[config.mk]
export PLATFORM = sky130hd
export DESIGN_NAME = prio_bank_regs
export DESIGN_NICKNAME = d
export VERILOG_FILES = /design/src/rtl/prio_bank_pkg.sv /design/src/rtl/prio_ctrl.sv /design/src/rtl/prio_datapath.sv /design/src/rtl/prio_bank_regs.sv
export SDC_FILE = /design/constraint.sdc
export NUM_CORES = 2
export LEC_CHECK = 0
export ABC_CLOCK_PERIOD_IN_PS = 3200
export BUFFER_PORTS_ARGS = -buffer_cell sky130_fd_sc_hd__buf_2
export CORE_MARGIN = 2
export CORE_UTILIZATION = 60
export DETAILED_ROUTE_END_ITERATION = 7
export PLACE_DENSITY = 0.77
export SLEW_MARGIN = 20
export SYNTH_ARGS = -nofsm -noshare
export SYNTH_HDL_FRONTEND = slang
export SYNTH_SLANG_ARGS = --single-unit
[constraint.sdc]
create_clock -name clk -period 3.2 [get_ports clk]
set_input_delay 0.32 -clock clk [delete_from_list [all_inputs] [get_ports clk]]
set_output_delay 0.32 -clock clk [all_outputs]
set_load 0.01 [all_outputs]
[src/rtl/prio_bank_pkg.sv]
package prio_bank_pkg;
  // Strobes from the access control to the priority datapath
  typedef struct packed {
    logic       acc;     // access presented this cycle
    logic       wrEn;    // commit write data
    logic       rdEn;    // legal read
    logic       err;     // rejected access
    logic       rdZero;  // read hidden from non-secure view
    logic       nsView;  // translated (non-secure) view
    logic [7:0] wdata;   // translated and masked write byte
  } prioStrobe_t;
endpackage

[src/rtl/prio_ctrl.sv]
module prio_ctrl
  import prio_bank_pkg::*;
#(
  parameter int NUM_CPU   = 2,
  parameter int NUM_IRQ   = 64,
  parameter int ADDR_W    = 12,
  parameter int BASE      = 'h400,
  parameter int PRIO_BITS = 8,
  localparam int IDW      = $clog2(NUM_IRQ),
  localparam int CPU_W    = (NUM_CPU > 1) ? $clog2(NUM_CPU) : 1
) (
  input  logic              reqValid,
  input  logic              reqWrite,
  input  logic              reqNonSec,
  input  logic              reqGroup,
  input  logic              secEn,
  input  logic [CPU_W-1:0]  reqCpu,
  input  logic [ADDR_W-1:0] reqAddr,
  input  logic [7:0]        reqWdata,
  output prioStrobe_t       strb,
  output logic [IDW-1:0]    idx
);
  localparam logic [7:0] PRIO_MASK = 8'(8'hFF << (8 - PRIO_BITS));

  logic [ADDR_W-1:0] rel;
  logic inWin, cpuOk, blocked;
  logic [7:0] viewData;

  always_comb begin
    rel      = reqAddr - ADDR_W'(BASE);
    inWin    = (reqAddr >= ADDR_W'(BASE)) && (rel < ADDR_W'(NUM_IRQ));
    cpuOk    = 32'(reqCpu) < 32'(NUM_CPU);
    idx      = rel[IDW-1:0];
    // non-secure view only applies when security is on
    strb.nsView = reqNonSec && secEn;
    blocked  = strb.nsView && !reqGroup;
    viewData = strb.nsView ? {1'b1, reqWdata[7:1]} : reqWdata;
    strb.acc    = reqValid;
    strb.err    = reqValid && !(inWin && cpuOk);
    strb.wrEn   = reqValid && reqWrite && !strb.err && !blocked;
    strb.rdEn   = reqValid && !reqWrite && !strb.err;
    strb.rdZero = blocked;
    strb.wdata  = viewData & PRIO_MASK;
  end
endmodule

[src/rtl/prio_datapath.sv]
module prio_datapath
  import prio_bank_pkg::*;
#(
  parameter int NUM_CPU    = 2,
  parameter int NUM_IRQ    = 64,
  parameter int NUM_BANKED = 32,
  parameter int PRIO_BITS  = 8,
  localparam int IDW       = $clog2(NUM_IRQ),
  localparam int CPU_W     = (NUM_CPU > 1) ? $clog2(NUM_CPU) : 1
) (
  input  logic             clk,
  input  logic             rstN,
  input  prioStrobe_t      strb,
  input  logic [IDW-1:0]   idx,
  input  logic [CPU_W-1:0] reqCpu,
  output logic             rspValid,
  output logic             rspErr,
  output logic [7:0]       rspRdata,
  input  logic [CPU_W-1:0] lkCpu,
  input  logic [IDW-1:0]   lkId,
  input  logic             lkGroup,
  input  logic             lkCommonBp,
  input  logic [2:0]       lkBinPt,
  input  logic [2:0]       lkAliasBinPt,
  output logic [7:0]       lkPrio,
  output logic [7:0]       lkGrpPrio
);
  localparam logic [7:0] PRIO_MASK = 8'(8'hFF << (8 - PRIO_BITS));

  // Flattened view: banked IDs get one register per CPU,
  // shared IDs drive one register into every CPU column.
  logic [7:0] view [NUM_CPU][NUM_IRQ];

  for (genvar g = 0; g < NUM_IRQ; g++) begin : gEnt
    if (g < NUM_BANKED) begin : gBank
      for (genvar c = 0; c < NUM_CPU; c++) begin : gCpu
        logic [7:0] q;
        always_ff @(posedge clk or negedge rstN) begin
          if (!rstN) q <= '0;
          else if (strb.wrEn && idx == IDW'(g) && reqCpu == CPU_W'(c)) q <= strb.wdata;
        end
        assign view[c][g] = q;
      end
    end else begin : gShr
      logic [7:0] q;
      always_ff @(posedge clk or negedge rstN) begin
        if (!rstN) q <= '0;
        else if (strb.wrEn && idx == IDW'(g)) q <= strb.wdata;
      end
      for (genvar c = 0; c < NUM_CPU; c++) begin : gFan
        assign view[c][g] = q;
      end
    end
  end

  logic [7:0] rdRaw, rdOut;
  logic       lkOk;
  logic [2:0] bprEff;
  logic [3:0] shAmt;

  always_comb begin
    rdRaw  = view[reqCpu][idx];
    rdOut  = strb.rdZero ? 8'h00 : (strb.nsView ? {rdRaw[6:0], 1'b0} : rdRaw);
    lkOk   = (32'(lkId) < 32'(NUM_IRQ)) && (32'(lkCpu) < 32'(NUM_CPU));
    lkPrio = lkOk ? view[lkCpu][lkId] : 8'h00;
    bprEff = (lkGroup && !lkCommonBp) ? (lkAliasBinPt - 3'd1) : lkBinPt;
    shAmt  = {1'b0, bprEff} + 4'd1;
    lkGrpPrio = lkPrio & 8'(8'hFF << shAmt);
  end

  logic rspNs;
  always_ff @(posedge clk or negedge rstN) begin
    if (!rstN) begin
      rspValid <= 1'b0;
      rspErr   <= 1'b0;
      rspRdata <= '0;
      rspNs    <= 1'b0;
    end else begin
      rspValid <= strb.acc;
      rspErr   <= strb.err;
      rspRdata <= strb.rdEn ? rdOut : 8'h00;
      rspNs    <= strb.rdEn && strb.nsView;
    end
  end

  AST_LOW_BITS_ZERO: assert property (@(posedge clk) disable iff (!rstN)
    (lkPrio & ~PRIO_MASK) == 8'h00);
  AST_NS_READ_EVEN: assert property (@(posedge clk) disable iff (!rstN)
    (rspValid && rspNs) |-> !rspRdata[0]);
  AST_GRP_SUBSET: assert property (@(posedge clk) disable iff (!rstN)
    ((lkGrpPrio & ~lkPrio) == 8'h00) && !lkGrpPrio[0]);
endmodule

[src/rtl/prio_bank_regs.sv]
module prio_bank_regs
  import prio_bank_pkg::*;
#(
  parameter int NUM_CPU    = 2,
  parameter int NUM_IRQ    = 64,
  parameter int NUM_BANKED = 32,
  parameter int ADDR_W     = 12,
  parameter int BASE       = 'h400,
  parameter int PRIO_BITS  = 8,
  localparam int IDW       = $clog2(NUM_IRQ),
  localparam int CPU_W     = (NUM_CPU > 1) ? $clog2(NUM_CPU) : 1
) (
  input  logic              clk,
  input  logic              rstN,
  input  logic              secEn,
  input  logic              reqValid,
  input  logic              reqWrite,
  input  logic              reqNonSec,
  input  logic              reqGroup,
  input  logic [CPU_W-1:0]  reqCpu,
  input  logic [ADDR_W-1:0] reqAddr,
  input  logic [7:0]        reqWdata,
  output logic              rspValid,
  output logic              rspErr,
  output logic [7:0]        rspRdata,
  input  logic [CPU_W-1:0]  lkCpu,
  input  logic [IDW-1:0]    lkId,
  input  logic              lkGroup,
  input  logic              lkCommonBp,
  input  logic [2:0]        lkBinPt,
  input  logic [2:0]        lkAliasBinPt,
  output logic [7:0]        lkPrio,
  output logic [7:0]        lkGrpPrio
);
  prioStrobe_t    strb;
  logic [IDW-1:0] idx;

  prio_ctrl #(
    .NUM_CPU(NUM_CPU), .NUM_IRQ(NUM_IRQ), .ADDR_W(ADDR_W),
    .BASE(BASE), .PRIO_BITS(PRIO_BITS)
  ) uCtrl (
    .reqValid(reqValid), .reqWrite(reqWrite), .reqNonSec(reqNonSec),
    .reqGroup(reqGroup), .secEn(secEn), .reqCpu(reqCpu),
    .reqAddr(reqAddr), .reqWdata(reqWdata), .strb(strb), .idx(idx)
  );

  prio_datapath #(
    .NUM_CPU(NUM_CPU), .NUM_IRQ(NUM_IRQ), .NUM_BANKED(NUM_BANKED),
    .PRIO_BITS(PRIO_BITS)
  ) uData (
    .clk(clk), .rstN(rstN), .strb(strb), .idx(idx), .reqCpu(reqCpu),
    .rspValid(rspValid), .rspErr(rspErr), .rspRdata(rspRdata),
    .lkCpu(lkCpu), .lkId(lkId), .lkGroup(lkGroup), .lkCommonBp(lkCommonBp),
    .lkBinPt(lkBinPt), .lkAliasBinPt(lkAliasBinPt),
    .lkPrio(lkPrio), .lkGrpPrio(lkGrpPrio)
  );

  AST_RSP_NEXT: assert property (@(posedge clk) disable iff (!rstN)
    reqValid |=> rspValid);
  AST_RSP_IDLE: assert property (@(posedge clk) disable iff (!rstN)
    !reqValid |=> !rspValid);
  AST_G0_WRITE_IGNORED: assert property (@(posedge clk) disable iff (!rstN)
    (reqValid && reqWrite && reqNonSec && secEn && !reqGroup && !strb.err
     && lkId == idx && lkCpu == reqCpu)
    |=> (!($stable(lkId) && $stable(lkCpu)) || $stable(lkPrio)));
  AST_ERR_NO_CHANGE: assert property (@(posedge clk) disable iff (!rstN)
    strb.err |=> (!($stable(lkId) && $stable(lkCpu)) || $stable(lkPrio)));
endmodule

* Word level (Yosys, flattened, before mapping)
Cells that the tools add are included.
** Cells by class
- Bitwise logic cells :: 6
- Multiplexer cells :: 17
- Shift-type cells :: 1
- Eq/ne operators :: 63
- Add/subtract/negate cells :: 3
- Order comparisons :: 6
- Reductions and logical operators :: 145
** Operators by type and width (count)
- $mux W512 :: 6
- $eq A6 B6 Y1 const B :: 32
- $logic_and A1 B1 Y1 :: 138
- $bmux W8 S6 :: 2
- $eq A6 B5 Y1 const B :: 16
- $mux W8 :: 8
- $eq A6 B4 Y1 const B :: 8
- $eq A6 B3 Y1 const B :: 4
- $ge A7 B7 Y1 const B :: 2
- $not A6 Y7 :: 2
- $eq A6 B2 Y1 const B :: 2
- $ge A12 B11 Y1 const B :: 1
- $lt A12 B7 Y1 const B :: 1
- $sub A12 B11 Y12 const B :: 1
- $and A8 B8 Y8 :: 1
- $shl A8 B4 Y8 const A :: 1
- $eq A6 B1 Y1 const B :: 1
- $logic_not A1 Y1 :: 6
- $logic_not A6 Y1 :: 1
- $add A3 B1 Y4 const B :: 1
- $ge A2 B2 Y1 const B :: 2
- $not A1 Y2 :: 2
- $mux W3 :: 1
- $sub A3 B1 Y3 const B :: 1
- $not A1 Y1 :: 1
** Storage, ports and cells
- Output and inout port bits :: 26
- Input port bits :: 43
- Register bits after elaboration :: 778
- Logic and storage cells :: 340

* Longest topological paths before layout
- Word-level depth :: 10
- Depth in mapped cells :: 10
- Gate-level depth less buffers :: 9

* By module
From an unflattened synthesis, not the netlist that was laid out.
** Second synthesis, totals
- Cells, all modules :: 2727
- Area, all modules :: 42041.6 µm²
** By module, submodules not included
- prio_datapath :: sequential area each 19468.7 µm², times used 1, cells an instance 2702, area each 41827.6 µm²
- prio_ctrl :: sequential area each 0.0 µm², times used 1, cells an instance 25, area each 214.0 µm²

* Worst setup path before layout
Ideal clock, no wire load.
- Kind :: in2out
- Start point :: in lkCpu
- End point :: out lkGrpPrio[3]
- Cell stages on the path :: 8
- Path slack :: 0.588 ns
- Data required time :: 2.880 ns
- Buffers on the path :: 3
- Arrival time :: 2.292 ns
- Path through :: buf_4 -> buf_6 -> buf_2 -> mux4_2 -> o221ai_1 -> a31oi_1 -> o32a_1 -> and2_1
** On the way
- Longest elaborated chain between the ends :: 8
** RTL lines
- from (decl) :: RTL line prio_bank_regs.sv:26 : input logic [CPU_W-1:0] lkCpu,
- $not A1 Y2 (not written as such) :: RTL line prio_datapath.sv:65 : lkPrio = lkOk ? view[lkCpu][lkId] : 8'h00;
- $mux W512 (not written as such) (3 in a row) :: RTL line prio_datapath.sv:65
- $bmux W8 S6 :: RTL line prio_datapath.sv:65
- $mux W8 (not written as such) (2 in a row) :: RTL line prio_datapath.sv:65
- via lkPrio[3] :: RTL line prio_bank_regs.sv:32 : output logic [7:0] lkPrio,
- $and A8 B8 Y8 :: RTL line prio_datapath.sv:68 : lkGrpPrio = lkPrio & 8'(8'hFF << shAmt);
- to (decl) :: RTL line prio_bank_regs.sv:33 : output logic [7:0] lkGrpPrio
The timed path passes the listed nets, and every way through them passes these cells. The select of a mux whose other input is x is not followed.

* Worst setup path after layout
- Start point :: reg uData.gEnt[28].gBank.gCpu[0].q[4]
- End point :: out lkGrpPrio[4]
** On the way
- Longest elaborated chain between the ends :: 7
** RTL lines
- from (decl) :: RTL line prio_datapath.sv:37 : logic [7:0] q;
- from (signal assigned) :: RTL line prio_datapath.sv:40 : else if (strb.wrEn && idx == IDW'(g) && reqCpu == CPU_W'(c)) q <= strb.wdata;
- $mux W512 (not written as such) (3 in a row) :: RTL line prio_datapath.sv:65
- $bmux W8 S6 :: RTL line prio_datapath.sv:65
- $mux W8 (not written as such) (2 in a row) :: RTL line prio_datapath.sv:65
- $and A8 B8 Y8 :: RTL line prio_datapath.sv:68
No other way between the ends. The select of a mux whose other input is x is not followed.

==> out/qor.csv <==
stage,metric,value,unit
drt,Total Wirelength,137000,µm
floorplan,Top Ports,69,
grt,pin count of the biggest net entering global routing,98,
timing,Tmin final,3.35,ns
critical_path,critical path peak fanout,3,
drt,DRC Markers,3,
critical_path,worst r2r src,uData.gEnt[50].gShr.q[1],
timing,unrepaired setup endpoints after global routing,true,
timing,# setup viols final,11,
clock_tree,Max clock buf depth,3,
synth,Synth async-reset ratio,100,%
drt,Met2 Routed Length,58700,µm
grt,initial antenna violation count,9,
floorplan,standard-cell rows,94,
timing,setup TNS,-0.922,ns
timing,Least-Margin Pin Slew,1.23,ns
drt,vias after detailed routing,33603,
critical_path,category of the most critical setup path,reg2out,
drt,vias per std cell,7.06,
hold_path,HP Class,in2reg,
timing,final max-slew violation count,0,
synth,"Seq/Total Area, Yosys",48.4,%
placement,post-DP HPWL,90900,µm
synth,"EDFF count, synth",0,
floorplan,Die ar.,69100,µm²
clock_tree,CTS buffer count,84,
timing,Tcrit/Tclk final,105,%
grt,vias in the first global route,32276,
pwr,peak supply drop,0.000359,V
synth,synth unique cells,54,
layout,layout cells sized above 1,20.4,%
drt,Detail Route Antenna Nets,0,
drt,Met3 Wirelength,20300,µm
timing,"Hold Vio Cnt, Final",0,
floorplan,Die Span Y,263,µm
drt,M1 WL,49500,µm
layout,final layout net count,3872,
grt,first-pass GRT wire length,207000,µm
clock_tree,CTS H-Tree Depth,3,
critical_path,worst path required time,2.88,ns
placement,placed cells,4596,
critical_path,Worst Reg-to-Reg Cells,6,
critical_path,crit path DAT,3.03,ns
run,MaxCap Viol Count,0,
clock_tree,Root Driver,clkbuf_16,
drt,top routing layer used,met5,
critical_path,Worst setup endpoint,lkGrpPrio[4],
timing,Fmax achieved,0.298,GHz
floorplan,Horiz. Die Dim,263,µm
pwr,Power Dens Cells,488,nW/µm²
clock_tree,Clock Latency Late Sink,0.64,ns
timing,max_slew headroom,18.0,%
critical_path,CP Launch Type,flip-flop,
synth,syn avg cell area,10.6,µm²
clock_tree,Sink Count,778,
placement,gpl congestion,1.07,
critical_path,crit path launch,uData.gEnt[28].gBank.gCpu[0].q[4],
drt,Iteration-0 DRC Markers,5216,
critical_path,Crit. End Element,primary output,
clock_tree,CTS tree,yes,
synth,Syn Nets,3849,
layout,Final Non-Filler Cells,4759,
critical_path,reg2reg setup slack,0.68,ns
synth,top_reg_cell synth,dfrtp_1,
grt,Total Routing Usage GR,39.9,%
pwr,Pleak,19.7,nW
floorplan,starting density of the core,60.8,%
placement,Buffers on Ports,68,
synth,cell count after synthesis,3802,
timing,final worst setup slack,-0.155,ns
floorplan,Core Area,66100,µm²
drt,DRT Pass-1 Iters,8,
layout,Layout Area Growth over Synthesis,14.0,%
outcome,failing checks,"DRC, setup timing",
drt,Wirelength per Cell,28.7,µm
synth,mapped cell area,40200,µm²
synth,Synth Register Bits,778,
clock_tree,clock slew at the register clock pins of the worst setup and hold paths,0.06,ns
grt,residual overflow from global routing,0,
timing,Fin Clk Skew,0.0209,ns
critical_path,Worst R2R End,uData.rspRdata[1],
outcome,status,"complete, but fails checks",
synth,synth warn,0,
synthesized netlist by cell type (9+ instances only):
cell / number / area share [%]
nand2b_1: 9 / 0.14
mux4_2: 309 / 17
o221ai_1: 16 / 0.35
nor3_1: 26 / 0.32
mux2i_1: 163 / 4.1
nor2b_1: 12 / 0.19
buf_1: 13 / 0.12
nand4_1: 17 / 0.26
clkbuf_1: 235 / 2.2
o22ai_1: 41 / 0.64
a21oi_1: 44 / 0.55
o21ai_0: 809 / 10
mux2_2: 21 / 0.59
a22oi_1: 72 / 1.3
a221oi_1: 13 / 0.28
dfrtp_1: 778 / 48
buf_2: 71 / 0.88
and3_1: 14 / 0.22
a31oi_1: 22 / 0.34
nand2_1: 940 / 8.8
buf_4: 19 / 0.35
nand3_1: 39 / 0.49
nor2_1: 25 / 0.23
and2_1: 10 / 0.16
worst max-delay path, stage by stage, from the launching register on:
cell	delay (ns)
dfrtp_1	0.44
mux4_2	0.48
mux2_2	0.27
o221ai_1	0.35
a31oi_1	0.27
o32a_1	0.29
and2_1	0.15
buf_2	0.13
area by class of cell:
class | count | area [µm²]
fill | 4680 | 20300
multi-input combinational | 2673 | 19700
sequential | 778 | 19500
timing repair buffer | 280 | 2590
clock buffer | 123 | 2570
tap | 864 | 1080
clock inverter | 30 | 413
inverter | 8 | 30.0
antenna | 3 | 7.51
stage by stage:
stage	power [W]	hold slack (ns)	area (µm²)	worst slack, ns	util [%]
after floorplan	0.0110	0.0244	40200	0.588	-
after global placement	0.0119	0.370	42500	-0.0115	64.2
after detailed placement	0.0119	0.370	42500	-0.0557	64.2
after CTS	0.0223	0.0397	45800	-0.0737	69.3
after global routing	0.0228	0.104	45800	-0.144	69.3
final	0.0223	0.0629	45800	-0.155	69.3
layer usage:
| metal | global-route usage (%) | vias to the layer above |
|---|---|---|
| met5 | 0 | - |
| met4 | 19.4 | 12 |
| met3 | 14.4 | 540 |
| met2 | 56.8 | 2625 |
| met1 | 54.9 | 16577 |
| li1 | - | 13849 |
kinds of logic after synthesis:
group	share of synthesized area (%)
AO/OA/AOI/OAI	14.5
flip-flops	48.4
XOR/XNOR	0.0436
multiplexers	22.0
AND/OR/NAND/NOR	11.2
adder cells (fa/ha/maj)	0.125
buffers and inverters	3.74
power breakdown:
| part | switching [W] | leakage (nW) | internal (W) |
|---|---|---|---|
| combinational | 0.00133 | 7.34 | 0.000630 |
| clock | 0.00413 | 1.48 | 0.00638 |
| sequential | 0.0000139 | 10.9 | 0.00985 |
worst min path at each step:
stage	endpoint	from	cells after the start
after global placement	uData.gEnt[20].gBank.gCpu[0].q[1]	rstN	1
final	uData.rspErr	reqAddr[7]	3
after floorplan	uData.gEnt[0].gBank.gCpu[0].q[0]	rstN	0
after CTS	uData.rspErr	reqAddr[7]	3
after global routing	uData.rspErr	reqAddr[7]	3
after detailed placement	uData.gEnt[23].gBank.gCpu[0].q[4]	rstN	1
sequential cells by signal (all words and copies together) (netlist names):
signal and cells:
uData.gEnt.gBank.gCpu.q 512, uData.gEnt.gShr.q 256, uData.rspRdata 8, uData.rspErr 1
uData.rspValid 1
timing repair:
action	4_1_cts	5_1_grt
pin swaps	20	4
gates resized for setup	44	3
hold endpoints to repair	59	0
setup endpoints to repair	16	10
setup buffers	7	0
hold buffers	2	0
cell usage in the layout, fill, tap and decap left out, drive strengths merged, types with 18 or more instances in the layout:
cell / instances
dfrtp: 778
clkinv: 18
buf: 278
a21oi: 44
mux2i: 163
nor3: 28
o22ai: 41
nor2: 26
nand3: 39
a31oi: 22
o21ai: 810
mux4: 309
clkbuf: 123
a22oi: 72
mux2: 21
nand2: 940
(Power assumes the default switching activity.)
